`src/rtl/glow_scan_pkg.sv`:
```
package glow_scan_pkg;

  // anode pulse ceiling in clock cycles for a given clock rate and limit in microseconds
  function automatic int unsigned cap_cycles(input int unsigned clk_hz, input int unsigned max_us);
    return (clk_hz / 32'd1_000_000) * max_us;
  endfunction

  // slot length actually used: at least one lit cycle after blanking
  function automatic int unsigned eff_slot_len(input int unsigned req, input int unsigned blank);
    return (req > blank) ? req : blank + 32'd1;
  endfunction

  // pulse width actually used: bounded by the ceiling and by the lit part of the slot
  function automatic int unsigned eff_pulse_len(input int unsigned req, input int unsigned slot,
                                                input int unsigned blank, input int unsigned cap);
    int unsigned lim;
    lim = slot - blank;
    if (cap < lim) lim = cap;
    return (req < lim) ? req : lim;
  endfunction

endpackage

```
`src/rtl/glow_scan_seq.sv`:
```
module glow_scan_seq
  import glow_scan_pkg::*;
#(
  parameter int unsigned NUM_CATH = 64,
  parameter int unsigned SLOT_W   = 16,
  parameter int unsigned BLANK    = 4,
  parameter int unsigned CAP      = 2400,
  localparam int unsigned IDX_W   = $clog2(NUM_CATH)
) (
  input  logic              clk,
  input  logic              rst_n,
  input  logic [SLOT_W-1:0] cfg_slot,
  input  logic [SLOT_W-1:0] cfg_pulse,
  output logic [SLOT_W-1:0] pos,
  output logic [IDX_W-1:0]  idx,
  output logic [SLOT_W-1:0] eff_slot,
  output logic [SLOT_W-1:0] eff_pulse,
  output logic              loaded,
  output logic              slot_wrap,
  output logic              frame_load
);

  logic              last_idx;
  logic [SLOT_W-1:0] nxt_slot;
  logic [SLOT_W-1:0] nxt_pulse;

  assign slot_wrap  = loaded && (pos == eff_slot - 1'b1);
  assign last_idx   = (idx == IDX_W'(NUM_CATH - 1));
  assign frame_load = !loaded || (slot_wrap && last_idx);

  always_comb begin
    nxt_slot  = SLOT_W'(eff_slot_len(32'(cfg_slot), BLANK));
    nxt_pulse = SLOT_W'(eff_pulse_len(32'(cfg_pulse), 32'(nxt_slot), BLANK, CAP));
  end

  always_ff @(posedge clk or negedge rst_n) begin
    if (!rst_n) begin
      pos       <= '0;
      idx       <= '0;
      eff_slot  <= '0;
      eff_pulse <= '0;
      loaded    <= 1'b0;
    end else begin
      if (frame_load) begin
        eff_slot  <= nxt_slot;
        eff_pulse <= nxt_pulse;
        loaded    <= 1'b1;
      end
      if (slot_wrap) begin
        pos <= '0;
        idx <= last_idx ? '0 : idx + 1'b1;
      end else if (loaded) begin
        pos <= pos + 1'b1;
      end
    end
  end

endmodule

```
`src/rtl/glow_scan_anode.sv`:
```
module glow_scan_anode #(
  parameter int unsigned ANODES   = 8,
  parameter int unsigned SLOT_W   = 16,
  parameter int unsigned IDX_W    = 6,
  parameter int unsigned BLANK    = 4
) (
  input  logic              clk,
  input  logic              rst_n,
  input  logic              loaded,
  input  logic [SLOT_W-1:0] pos,
  input  logic [IDX_W-1:0]  idx,
  input  logic [SLOT_W-1:0] eff_pulse,
  input  logic [ANODES-1:0] fb_data,
  output logic              fb_rd_en,
  output logic [IDX_W-1:0]  fb_addr,
  output logic              pulse_on,
  output logic [ANODES-1:0] anode_en
);

  logic [ANODES-1:0] pattern;
  logic              lit_part;

  assign fb_rd_en = loaded && (pos == SLOT_W'(BLANK - 1));
  assign fb_addr  = idx;
  assign lit_part = (pos >= SLOT_W'(BLANK));
  assign pulse_on = lit_part && ((pos - SLOT_W'(BLANK)) < eff_pulse);
  assign anode_en = pulse_on ? pattern : '0;

  always_ff @(posedge clk or negedge rst_n) begin
    if (!rst_n)        pattern <= '0;
    else if (fb_rd_en) pattern <= fb_data;
  end

endmodule

```
`src/rtl/glow_scan_cathode.sv`:
```
module glow_scan_cathode #(
  parameter int unsigned NUM_CATH = 64,
  parameter int unsigned SLOT_W   = 16,
  parameter int unsigned IDX_W    = 6,
  parameter int unsigned BLANK    = 4
) (
  input  logic [SLOT_W-1:0]   pos,
  input  logic [IDX_W-1:0]    idx,
  output logic [NUM_CATH-1:0] cath_en
);

  logic lit_part;
  assign lit_part = (pos >= SLOT_W'(BLANK));

  for (genvar i = 0; i < NUM_CATH; i++) begin : g_cath
    assign cath_en[i] = lit_part && (idx == IDX_W'(i));
  end

endmodule

```
`src/rtl/glow_scan_top.sv`:
```
module glow_scan_top
  import glow_scan_pkg::*;
#(
  parameter int unsigned NUM_CATH = 64,
  parameter int unsigned ANODES   = 8,
  parameter int unsigned SLOT_W   = 16,
  parameter int unsigned BLANK    = 4,
  parameter int unsigned CLK_HZ   = 200_000_000,
  parameter int unsigned MAX_US   = 12,
  localparam int unsigned IDX_W   = $clog2(NUM_CATH),
  localparam int unsigned CAP     = cap_cycles(CLK_HZ, MAX_US)
) (
  input  logic                clk,
  input  logic                rst_n,
  input  logic [SLOT_W-1:0]   cfg_slot,
  input  logic [SLOT_W-1:0]   cfg_pulse,
  output logic                fb_rd_en,
  output logic [IDX_W-1:0]    fb_addr,
  input  logic [ANODES-1:0]   fb_data,
  output logic [NUM_CATH-1:0] cath_en,
  output logic [IDX_W-1:0]    cath_idx,
  output logic [ANODES-1:0]   anode_en
);

  logic [SLOT_W-1:0] pos;
  logic [IDX_W-1:0]  idx;
  logic [SLOT_W-1:0] eff_slot;
  logic [SLOT_W-1:0] eff_pulse;
  logic              loaded;
  logic              slot_wrap;
  logic              frame_load;
  logic              pulse_on;

  glow_scan_seq #(.NUM_CATH(NUM_CATH), .SLOT_W(SLOT_W), .BLANK(BLANK), .CAP(CAP)) u_seq (
    .clk(clk), .rst_n(rst_n), .cfg_slot(cfg_slot), .cfg_pulse(cfg_pulse),
    .pos(pos), .idx(idx), .eff_slot(eff_slot), .eff_pulse(eff_pulse),
    .loaded(loaded), .slot_wrap(slot_wrap), .frame_load(frame_load)
  );

  glow_scan_anode #(.ANODES(ANODES), .SLOT_W(SLOT_W), .IDX_W(IDX_W), .BLANK(BLANK)) u_anode (
    .clk(clk), .rst_n(rst_n), .loaded(loaded), .pos(pos), .idx(idx),
    .eff_pulse(eff_pulse), .fb_data(fb_data), .fb_rd_en(fb_rd_en),
    .fb_addr(fb_addr), .pulse_on(pulse_on), .anode_en(anode_en)
  );

  glow_scan_cathode #(.NUM_CATH(NUM_CATH), .SLOT_W(SLOT_W), .IDX_W(IDX_W), .BLANK(BLANK)) u_cath (
    .pos(pos), .idx(idx), .cath_en(cath_en)
  );

  assign cath_idx = idx;

endmodule

```
`config.mk`:
```
export PLATFORM = sky130hd
export DESIGN_NAME = glow_scan_top
export DESIGN_NICKNAME = d
export VERILOG_FILES = /design/src/rtl/glow_scan_pkg.sv /design/src/rtl/glow_scan_seq.sv /design/src/rtl/glow_scan_anode.sv /design/src/rtl/glow_scan_cathode.sv /design/src/rtl/glow_scan_top.sv
export SDC_FILE = /design/constraint.sdc
export NUM_CORES = 1
export LEC_CHECK = 0
export BUFFER_PORTS_ARGS = -buffer_cell sky130_fd_sc_hd__buf_2
export CORE_AREA = 2 2 121 123
export CTS_BUF_LIST = sky130_fd_sc_hd__clkbuf_4 sky130_fd_sc_hd__clkbuf_8
export DETAILED_ROUTE_END_ITERATION = 8
export DIE_AREA = 0 0 123 125
export SLEW_MARGIN = 10
export SYNTH_ARGS = -nofsm -noshare
export SYNTH_HDL_FRONTEND = slang
export SYNTH_SLANG_ARGS = --single-unit
export TNS_END_PERCENT = 50
```
`constraint.sdc`:
```
create_clock -name clk -period 7.5 [get_ports clk]
set_clock_uncertainty 0.1 [all_clocks]
set_input_delay 1.875 -clock clk [delete_from_list [all_inputs] [get_ports clk]]
set_output_delay 1.875 -clock clk [all_outputs]
set_load 0.01 [all_outputs]
```
==> results.json <==
{
  "start_util_pct": 38.70,
  "min_period_ps": 7008,
  "reg2reg_depth": 9,
  "ios": 127,
  "clkTransAtPathRegs_ps": 70,
  "wl_per_cell_um": 15.18,
  "synth_cells": 698,
  "max_freq_mhz": 142.7,
  "fp-row-count": 44,
  "routed_wl_mm": 15.07,
  "hpwlAfterDp_mm": 11.70,
  "drcViolationCount": 0,
  "die_h_um": 125,
  "async_flop_share_pct": 100.0,
  "clkSinkCount": 63,
  "cts-resized-gates": 0,
  "placed_area_um2": 6227,
  "power_density_nw_per_um2": 214.7,
  "viasPerCell": 5.277,
  "hold_depth": 2,
  "numCtsBuffers": 9,
  "ctsHoldBuffers": 0,
  "die_w_um": 123,
  "clockBufferDepth": 2,
  "post_cts_buffers": 0,
  "ys_types": 64,
  "syn_to_final_growth_pct": 17.85,
  "drt_iter0_drc": 247,
  "die_area_um2": 15380,
  "design_area_um2": 6477,
  "firstDrtPassIters": 5,
  "first_global_vias": 4848,
  "hold_viol": 0,
  "num_vias": 5240,
  "synth_edf_count": 0,
  "grt_max_degree": 64,
  "antenna_cells": 0,
  "p_leak_uw": 0.003146,
  "tightest_slew_ps": 884.1,
  "hold_path_class": "flop to flop",
  "yosysWarnings": 0,
  "worstPathMaxFanout": 8,
  "grt_remaining_overflow": 0,
  "root_buffer": "clkbuf_8",
  "seq_area_frac_synth_pct": 28.68,
  "finalMaxSlewViolations": 0,
  "crit_required_ps": 7660,
  "synth-seq-cells": 63,
  "rsz0062_at_grt": "no",
  "final.setup.tns_ps": 0,
  "setup_slack_ps": 491.8,
  "antenna_found_initial": 0,
  "maxCapViolCount": 0,
  "htreeDepth": 3,
  "cts_tree": "yes",
  "grt_pass1_wl_mm": 24.50,
  "worstSetupPathType": "input pin to flop",
  "synth_ff_type": "dfrtp_1",
  "timing.slew.headroom_pct": 40.61,
  "core_area_um2": 14200,
  "end_kind": "flop",
  "vdd.ir_drop.worst_uv": 90.73,
  "routabilityCongestion": 0.8732,
  "ant_nets": 0,
  "nNetsFinal": 889,
  "setup_viol": 0,
  "cp-start-kind": "input pin",
  "dpl_worst_slack_ps": 258.3,
  "clk_latency_ps": 350,
  "min_period_over_period_pct": 93.44,
  "grt_use_total_pct": 19.93,
  "mostFrequentLayoutCells": "buf_2, nor2_1, nand2_1",
  "synth_area_per_cell_um2": 7.875,
  "outcome": "complete, no violations",
  "arrival_ps": 7170,
  "io_buffers": 126,
  "layout_commonest_cell": "buf_2",
  "syn_area_um2": 5497,
  "drive_gt1_share_pct": 22.50
}
worst max-delay path, cell delays in order:
cell and delay (ps):
buf_2 170, nor3_1 130, and4_1 220, nor2_1 280
ha_1 270, or4b_2 670, a21oi_1 150, a31oi_1 50
o311ai_0 700, a21oi_1 150, buf_4 190, and2_1 160
ha_1 280, a211oi_1 200, o221ai_1 160, or3_1 380
a2111oi_0 440, a21bo_2 310, and3_1 190, o31ai_1 180
path summary, 6_finish.rpt:
kind	end	from	slack [ps]
max in group asynchronous	u_seq.pos[6]	rst_n	5160
hold / removal	u_anode.pattern[0]	u_anode.pattern[0]	370
hold reg to reg	u_anode.pattern[0]	u_anode.pattern[0]	370
min in group asynchronous	u_seq.eff_slot[11]	rst_n	1560
setup / recovery	u_seq.eff_pulse[11]	cfg_slot[10]	490
setup reg to reg	u_seq.eff_slot[2]	u_seq.eff_slot[0]	3650
logic make-up after synthesis:
group | count (synthesis) | share of synthesized area, %
adders and majority gates | 43 | 9.788
muxes | 25 | 4.985
other | 1 | 0.06822
buffers and inverters | 82 | 6.465
xor gates and xnor gates | 50 | 8.218
AOI/OAI and AO/OA | 126 | 15.34
and+or+nand+nor | 308 | 26.45
DFF | 63 | 28.68
synthesized netlist by cell type, drive strengths merged, types with 3 or more instances:
| cell | count | area (µm²) |
|---|---|---|
| nor2 | 109 | 411.7 |
| nand2 | 83 | 311.6 |
| dfrtp | 63 | 1577 |
| ha | 43 | 538.0 |
| inv | 37 | 138.9 |
| o21ai | 31 | 166.4 |
| clkbuf | 30 | 112.6 |
| a21oi | 26 | 141.4 |
| nand3 | 26 | 130.1 |
| xnor2 | 25 | 219.0 |
| xor2 | 24 | 210.2 |
| mux2 | 19 | 214.0 |
| nor3 | 17 | 85.08 |
| buf | 14 | 100.1 |
| a211oi | 11 | 82.58 |
| nor4 | 11 | 68.82 |
| a31oi | 10 | 62.56 |
| nand2b | 10 | 62.56 |
| o211ai | 9 | 67.56 |
| nand4 | 7 | 43.79 |
| nor2b | 7 | 43.79 |
| or4 | 7 | 52.55 |
| a21o | 6 | 45.04 |
| and3 | 6 | 37.54 |
| mux2i | 6 | 60.06 |
| o31ai | 6 | 45.04 |
| and2 | 5 | 31.28 |
| o21a | 5 | 37.54 |
| or3 | 5 | 31.28 |
| nor4b | 4 | 35.03 |
| a41oi | 3 | 26.28 |
state kept, by name, indices dropped and copies added (netlist names):
signal,count
u_seq.eff_pulse,16
u_seq.idx,6
u_seq.eff_slot,16
u_seq.pos,16
u_seq.loaded,1
u_anode.pattern,8
metal layers:
metal / global-route usage (%) / wire length (µm)
met1: 26.43 / 7039
met2: 33.34 / 7098
met3: 3.650 / 725
met4: 5.080 / 207
met5: 0 / 0
report_power, final:
part	total (µW)	internal [µW]	switching, µW
clock network	375	241	134
logic	555	230	325
registers	461	394	67.4
stage by stage:
stage / hold slack [ps] / instances / total power, µW / util (%)
after global routing: 407.6 / 993 / 1504 / 45.60
after CTS: 377.0 / 993 / 1401 / 45.60
after floorplan: 338.6 / 702 / 846.2 / -
after detailed placement: 359.9 / 977 / 1022 / 43.84
after global placement: 350.3 / 977 / 1020 / 43.84
final: 370.0 / 993 / 1391 / 45.60
cell type report:
type                            instances  area, µm²
Fill cell                            1458       7726
Multi-Input combinational cell        557       3580
Sequential cell                        63       1577
Timing Repair Buffer                  135      698.2
Tap cell                              184      230.2
Clock buffer                           13      160.2
Inverter                               38      142.6
Clock inverter                          3      90.09
No activity file was read; power rests on OpenSTA's default activity.
